`src/rtl/vlw_pkg.sv`:
```
package vlw_pkg;

   localparam int unsigned VLW_ADDR_W = 32;
   localparam int unsigned VLW_HALF_W = 16;
   localparam int unsigned VLW_AM_W   = 6;
   localparam int unsigned VLW_SYNC_N = 2;

   // programmed "expect asserted" bit against an active-low pin
   function automatic logic flag_ok(input logic want_asserted, input logic pin_n);
      return want_asserted == ~pin_n;
   endfunction

endpackage

```
`src/rtl/vlw_sync.sv`:
```
module vlw_sync #(
   parameter int unsigned            W       = 8,
   parameter int unsigned            STAGES  = 2,
   parameter logic [W-1:0]           RST_PAT = '0
) (
   input  logic         clk,
   input  logic         rst_n,
   input  logic [W-1:0] d,
   output logic [W-1:0] q
);

   logic [W-1:0] stage_q [STAGES];

   for (genvar s = 0; s < STAGES; s++) begin : g_stage
      if (s == 0) begin : g_first
         always_ff @(posedge clk or negedge rst_n) begin
            if (!rst_n) stage_q[s] <= RST_PAT;
            else        stage_q[s] <= d;
         end
      end else begin : g_next
         always_ff @(posedge clk or negedge rst_n) begin
            if (!rst_n) stage_q[s] <= RST_PAT;
            else        stage_q[s] <= stage_q[s-1];
         end
      end
   end

   assign q = stage_q[STAGES-1];

endmodule

```
`src/rtl/vlw_capture.sv`:
```
module vlw_capture #(
   parameter int unsigned W = 8
) (
   input  logic         clk,
   input  logic         rst_n,
   input  logic         strobe_idle,
   input  logic [W-1:0] d,
   output logic [W-1:0] q
);

   // follows the bus while the strobe is idle, freezes while it is asserted
   always_ff @(posedge clk or negedge rst_n) begin
      if (!rst_n)           q <= '0;
      else if (strobe_idle) q <= d;
   end

endmodule

```
`src/rtl/vlw_match.sv`:
```
module vlw_match #(
   parameter int unsigned ADDR_W  = 32,
   parameter int unsigned HALF_W  = 16,
   parameter int unsigned AM_W    = 6,
   parameter bit          CMP_REG = 1'b0
) (
   input  logic              clk,
   input  logic              rst_n,
   input  logic              as_act,
   input  logic [ADDR_W-1:0] held_addr,
   input  logic [AM_W-1:0]   held_am,
   input  logic              held_lword_n,
   input  logic              held_write_n,
   input  logic              held_iack_n,
   input  logic [ADDR_W-1:0] want_addr,
   input  logic [AM_W-1:0]   want_am,
   input  logic              want_lword,
   input  logic              want_write,
   input  logic              want_iack,
   output logic              hit
);
   import vlw_pkg::*;

   localparam int unsigned N_HALF = ADDR_W / HALF_W;

   logic [N_HALF-1:0] half_ok;
   logic              am_ok;
   logic              flags_ok;
   logic              hit_c;

   for (genvar h = 0; h < N_HALF; h++) begin : g_half
      assign half_ok[h] = held_addr[h*HALF_W +: HALF_W] == want_addr[h*HALF_W +: HALF_W];
   end

   assign am_ok    = held_am == want_am;
   assign flags_ok = flag_ok(want_lword, held_lword_n)
                   & flag_ok(want_write, held_write_n)
                   & flag_ok(want_iack,  held_iack_n);
   assign hit_c    = as_act & (&half_ok) & am_ok & flags_ok;

   if (CMP_REG) begin : g_reg
      logic hit_q;
      always_ff @(posedge clk or negedge rst_n) begin
         if (!rst_n) hit_q <= 1'b0;
         else        hit_q <= hit_c;
      end
      assign hit = hit_q;
   end else begin : g_comb
      assign hit = hit_c;
   end

endmodule

```
`src/rtl/vlw_oneshot.sv`:
```
module vlw_oneshot (
   input  logic clk,
   input  logic rst_n,
   input  logic enable,
   input  logic hit,
   input  logic as_act,
   output logic pulse
);

   logic armed_q;
   logic fire;

   assign fire = enable & hit & armed_q;

   always_ff @(posedge clk or negedge rst_n) begin
      if (!rst_n) begin
         armed_q <= 1'b1;
         pulse   <= 1'b0;
      end else begin
         pulse <= fire;
         if (!as_act)   armed_q <= 1'b1;
         else if (fire) armed_q <= 1'b0;
      end
   end

endmodule

```
`src/rtl/vme_loc_watch.sv`:
```
module vme_loc_watch #(
   parameter int unsigned ADDR_W      = vlw_pkg::VLW_ADDR_W,
   parameter int unsigned HALF_W      = vlw_pkg::VLW_HALF_W,
   parameter int unsigned AM_W        = vlw_pkg::VLW_AM_W,
   parameter int unsigned SYNC_STAGES = vlw_pkg::VLW_SYNC_N,
   parameter bit          CMP_REG     = 1'b0
) (
   input  logic              clk,
   input  logic              rst_n,
   input  logic              cfg_en,
   input  logic [HALF_W-1:0] cfg_addr_hi,
   input  logic [HALF_W-1:0] cfg_addr_lo,
   input  logic [AM_W-1:0]   cfg_am,
   input  logic              cfg_lword,
   input  logic              cfg_write,
   input  logic              cfg_iack,
   input  logic [ADDR_W-1:0] bus_addr,
   input  logic [AM_W-1:0]   bus_am,
   input  logic              bus_lword_n,
   input  logic              bus_write_n,
   input  logic              bus_iack_n,
   input  logic              bus_as_n,
   output logic              trig
);

   localparam int unsigned HOLD_W = ADDR_W + AM_W + 3;
   localparam int unsigned BUS_W  = HOLD_W + 1;
   localparam logic [BUS_W-1:0] SYNC_RST = {{(ADDR_W+AM_W){1'b0}}, 4'b1111};

   // elaboration-time parameter checks
   if (ADDR_W != 2 * HALF_W) begin : g_bad_split
      $error("vme_loc_watch: ADDR_W must be twice HALF_W");
   end
   if (SYNC_STAGES < 2) begin : g_bad_sync
      $error("vme_loc_watch: SYNC_STAGES must be at least 2");
   end
   if (AM_W < 1 || AM_W > 8) begin : g_bad_am
      $error("vme_loc_watch: AM_W out of range");
   end

   logic [BUS_W-1:0]  bus_raw;
   logic [BUS_W-1:0]  bus_s;
   logic [HOLD_W-1:0] held;
   logic              as_act;
   logic              hit;

   logic [ADDR_W-1:0] held_addr;
   logic [AM_W-1:0]   held_am;
   logic              held_lword_n;
   logic              held_write_n;
   logic              held_iack_n;

   assign bus_raw = {bus_addr, bus_am, bus_lword_n, bus_write_n, bus_iack_n, bus_as_n};

   vlw_sync #(
      .W       (BUS_W),
      .STAGES  (SYNC_STAGES),
      .RST_PAT (SYNC_RST)
   ) u_sync (
      .clk   (clk),
      .rst_n (rst_n),
      .d     (bus_raw),
      .q     (bus_s)
   );

   assign as_act = ~bus_s[0];

   vlw_capture #(
      .W (HOLD_W)
   ) u_cap (
      .clk         (clk),
      .rst_n       (rst_n),
      .strobe_idle (bus_s[0]),
      .d           (bus_s[BUS_W-1:1]),
      .q           (held)
   );

   assign {held_addr, held_am, held_lword_n, held_write_n, held_iack_n} = held;

   vlw_match #(
      .ADDR_W  (ADDR_W),
      .HALF_W  (HALF_W),
      .AM_W    (AM_W),
      .CMP_REG (CMP_REG)
   ) u_match (
      .clk          (clk),
      .rst_n        (rst_n),
      .as_act       (as_act),
      .held_addr    (held_addr),
      .held_am      (held_am),
      .held_lword_n (held_lword_n),
      .held_write_n (held_write_n),
      .held_iack_n  (held_iack_n),
      .want_addr    ({cfg_addr_hi, cfg_addr_lo}),
      .want_am      (cfg_am),
      .want_lword   (cfg_lword),
      .want_write   (cfg_write),
      .want_iack    (cfg_iack),
      .hit          (hit)
   );

   vlw_oneshot u_shot (
      .clk    (clk),
      .rst_n  (rst_n),
      .enable (cfg_en),
      .hit    (hit),
      .as_act (as_act),
      .pulse  (trig)
   );

endmodule

```
`config.mk`:
```
export PLATFORM = sky130hd
export DESIGN_NAME = vme_loc_watch
export DESIGN_NICKNAME = d
export VERILOG_FILES = /design/src/rtl/vlw_pkg.sv /design/src/rtl/vlw_sync.sv /design/src/rtl/vlw_capture.sv /design/src/rtl/vlw_match.sv /design/src/rtl/vlw_oneshot.sv /design/src/rtl/vme_loc_watch.sv
export SDC_FILE = /design/constraint.sdc
export NUM_CORES = 1
export LEC_CHECK = 0
export BUFFER_PORTS_ARGS = -buffer_cell sky130_fd_sc_hd__buf_2
export CAP_MARGIN = 15
export CORE_UTILIZATION = 45
export CTS_CLUSTER_SIZE = 10
export DETAILED_ROUTE_END_ITERATION = 10
export PLACE_DENSITY = 0.78
export SLEW_MARGIN = 10
export SYNTH_ARGS = -nofsm -noshare
export SYNTH_HDL_FRONTEND = slang
export SYNTH_SLANG_ARGS = --single-unit
```
`constraint.sdc`:
```
create_clock -name clk -period 3.9 [get_ports clk]
set_clock_uncertainty 0.05 [all_clocks]
set_input_delay 0.39 -clock clk [delete_from_list [all_inputs] [get_ports clk]]
set_output_delay 0.39 -clock clk [all_outputs]
set_load 0.05 [all_outputs]
```
==> impl_metrics.yaml <==
run_status:
  run_status: "finished, violations left"
  violations: "DRC"
global_routing:
  antenna_found_initial: 0
  grt_max_degree: 128
  grt_usage_pct: 16.55
  globalRouteOverflowTotal: 0
  grt_pass1_vias: 2482
  grt_pass1_wl_um: 11730
drt:
  drcViolationCount: 4
  drt_wl_total_um: 7038
  antenna_left: 0
  vias_per_cell: 4.591
  wl_per_cell_um: 14.10
  vias: 2291
  drtIter0Drc: 72
  first_pass_iters: 9
logic_synthesis:
  ys.warnings.count: 0
  synth_area_um2: 4156
  ys_seq_elements: 127
  yosys.area.top_type: "dfrtp_1"
  synth.top_cell.area_share_pct: 71.04
  synth_edf_count: 0
  synth_most_common_cell: "dfrtp_1"
  avgSynthCellArea_um2: 17.76
  synth.yosys.seq_area_share_pct: 76.73
  synth_cell_types: 17
  synth_commonest_cells: "dfrtp_1 (118), mux2_2 (41), xor2_1 (36), nor4_1 (10), dfstp_2 (9)"
  synth_top_flop_cell: "dfrtp_1"
  async_reset_ff_share_pct: 100.0
  syn_nets: 320
  synth.area.top_cells: "dfrtp_1 (71%), mux2_2 (11%), xor2_1 (7.6%)"
  syn_inst: 234
job:
  maxCapViolations: 0
die:
  die_h_um: 98.11
  rows: 34
  dieWidth_um: 98.11
  initial_core_util_pct: 46.97
  dieArea_um2: 9625
  io-pin-count: 87
  fp.coreArea_um2: 8848
finish:
  area_growth_pct: 38.32
  drive_gt1_share_pct: 42.71
  fin_cells: 499
  ff_latch_area_um2: 3189
  antenna_cells: 0
  nets: 464
  fillers: 654
  multiInputGateArea_um2: 929.6
placement:
  numPlacedInstances: 423
  gp_congestion: 0.6332
  io_buffers: 86
  dp_slack_ns: 1.801
  hpwl_um: 4213
critical_path:
  critPathKind: "register to register"
  cp_max_fo: 43
  worst_setup_path_start_kind: "register"
  end_kind: "register"
  crit_arrival_ns: 2.44
  worstPathRequired_ns: 4.29
timing:
  worst_slew_pin_slew_ns: 1.029
  relSlewSlack_pct: 31.40
  report.final.setup_viol: 0
  fmax_mhz: 485.7
  final.setup.tns_ns: 0
  fin_crit_sh_pct: 52.79
  slew_viol_final: 0
  hold_violations: 0
  rsz0062_at_grt: "no"
  post-route-min-period_ns: 2.059
  layout_setup_ws_ns: 1.841
worst_hold_path:
  hold_class: "register to register"
cts:
  clk_pin_slew_worst_paths_ns: 0.06
  cts_tree: "done"
  clock_sinks: 127
  clockRootBuffer: "clkbuf_8"
  cts_buffers: 17
  cts_buffer_depth: 2
  clk_latency_ns: 0.50
  htreeDepth: 4
pwr:
  p_per_area_nw_per_um2: 556.0
  p_total_mw: 3.197
  p_leak_nw: 2.648
  ir_drop_v: 0.0003258
[worst max-delay path: stages (launching register included)]
cell       delay [ns]
dfstp_2          0.68
a2111oi_2        0.50
nand4_1          0.15
nor4_1           0.43
and2_1           0.18
[metal layers]
layer	global-route usage, %	vias up	share of wire [%]
li1	-	1074	-
met2	26.38	66	50
met5	0	-	0
met1	20.88	1141	44
met4	8.275	0	1.2
met3	4.653	10	4.3
[cell families (layout without fill, tap and decap cells)]
family          Yosys count  after routing  share of synthesized area (%)
compound gates            3              3                         0.6621
xor+xnor                 40             40                          8.429
buf+inv                   8            165                         0.9029
flops                   127            127                          76.73
mux                      41             41                          11.11
simple gates             15             15                          2.167
[stage by stage]
step / utilization (%) / cell area, µm² / hold WS, ns
final: 64.97 / 5749 / 0.2882
after global routing: 64.97 / 5749 / 0.3021
after global placement: 53.14 / 4702 / 0.2814
after detailed placement: 53.14 / 4702 / 0.2847
after floorplan: - / 4156 / 0.04441
after CTS: 64.55 / 5712 / 0.06616
[timing repair]
action / in CTS / in global routing
buffers inserted: 0 / 0
resized for setup: 0 / 0
endpoints found under the hold margin: 42 / 54
hold buffers: 42 / 1
[final cells by class]
| type | instances | share of cell area [%] |
|---|---|---|
| flip-flops and latches | 127 | 55.47 |
| multi-input cells | 99 | 16.17 |
| repair buffers | 130 | 15.56 |
| clock buffers | 22 | 7.878 |
| clock inverters | 10 | 2.372 |
| well taps | 108 | 2.350 |
| inverters | 3 | 0.1959 |
[worst paths after layout]
check / from / depth (start not counted) / slack (ns) / endpoint
hold reg to reg: u_sync.stage_q[74]$_DFF_PN0_ / 0 / 0.29 / u_sync.q[32]$_DFF_PN0_
setup / recovery: u_sync.q[0]$_DFF_PN1_ / 4 / 1.84 / u_shot.pulse$_DFF_PN0_
hold / removal: u_sync.stage_q[74]$_DFF_PN0_ / 0 / 0.29 / u_sync.q[32]$_DFF_PN0_
max in group asynchronous: rst_n / 3 / 2.66 / u_sync.stage_q[43]$_DFF_PN1_
min in group asynchronous: rst_n / 2 / 0.38 / u_sync.stage_q[57]$_DFF_PN0_
setup reg to reg: u_sync.q[0]$_DFF_PN1_ / 4 / 1.84 / u_shot.pulse$_DFF_PN0_
[report_power, final]
part | total [mW] | leakage, nW | internal, mW | switching (mW)
Clock | 1.53 | 0.281 | 1.00 | 0.524
Combinational | 0.212 | 0.894 | 0.129 | 0.0830
Sequential | 1.46 | 1.47 | 1.41 | 0.0480
[cells in the final DEF (no fill, tap or decap), drive strengths merged, types with 2 or more instances in the layout]
cell type	count
nor4	10
dlygate4sd3	43
mux2	41
dfrtp	118
bufinv	3
nand4	2
xnor2	4
xor2	36
buf	87
inv	2
clkinv	5
clkbuf	22
clkinvlp	3
dfstp	9
[flip-flops by register name, indices dropped and copies added, names as in the netlist]
signal and flops:
u_sync.q 42, u_shot.armed_q 1, u_cap.q 41, u_shot.pulse 1, u_sync.stage_q 42
Note: power is estimated with default switching activity, not from simulation.
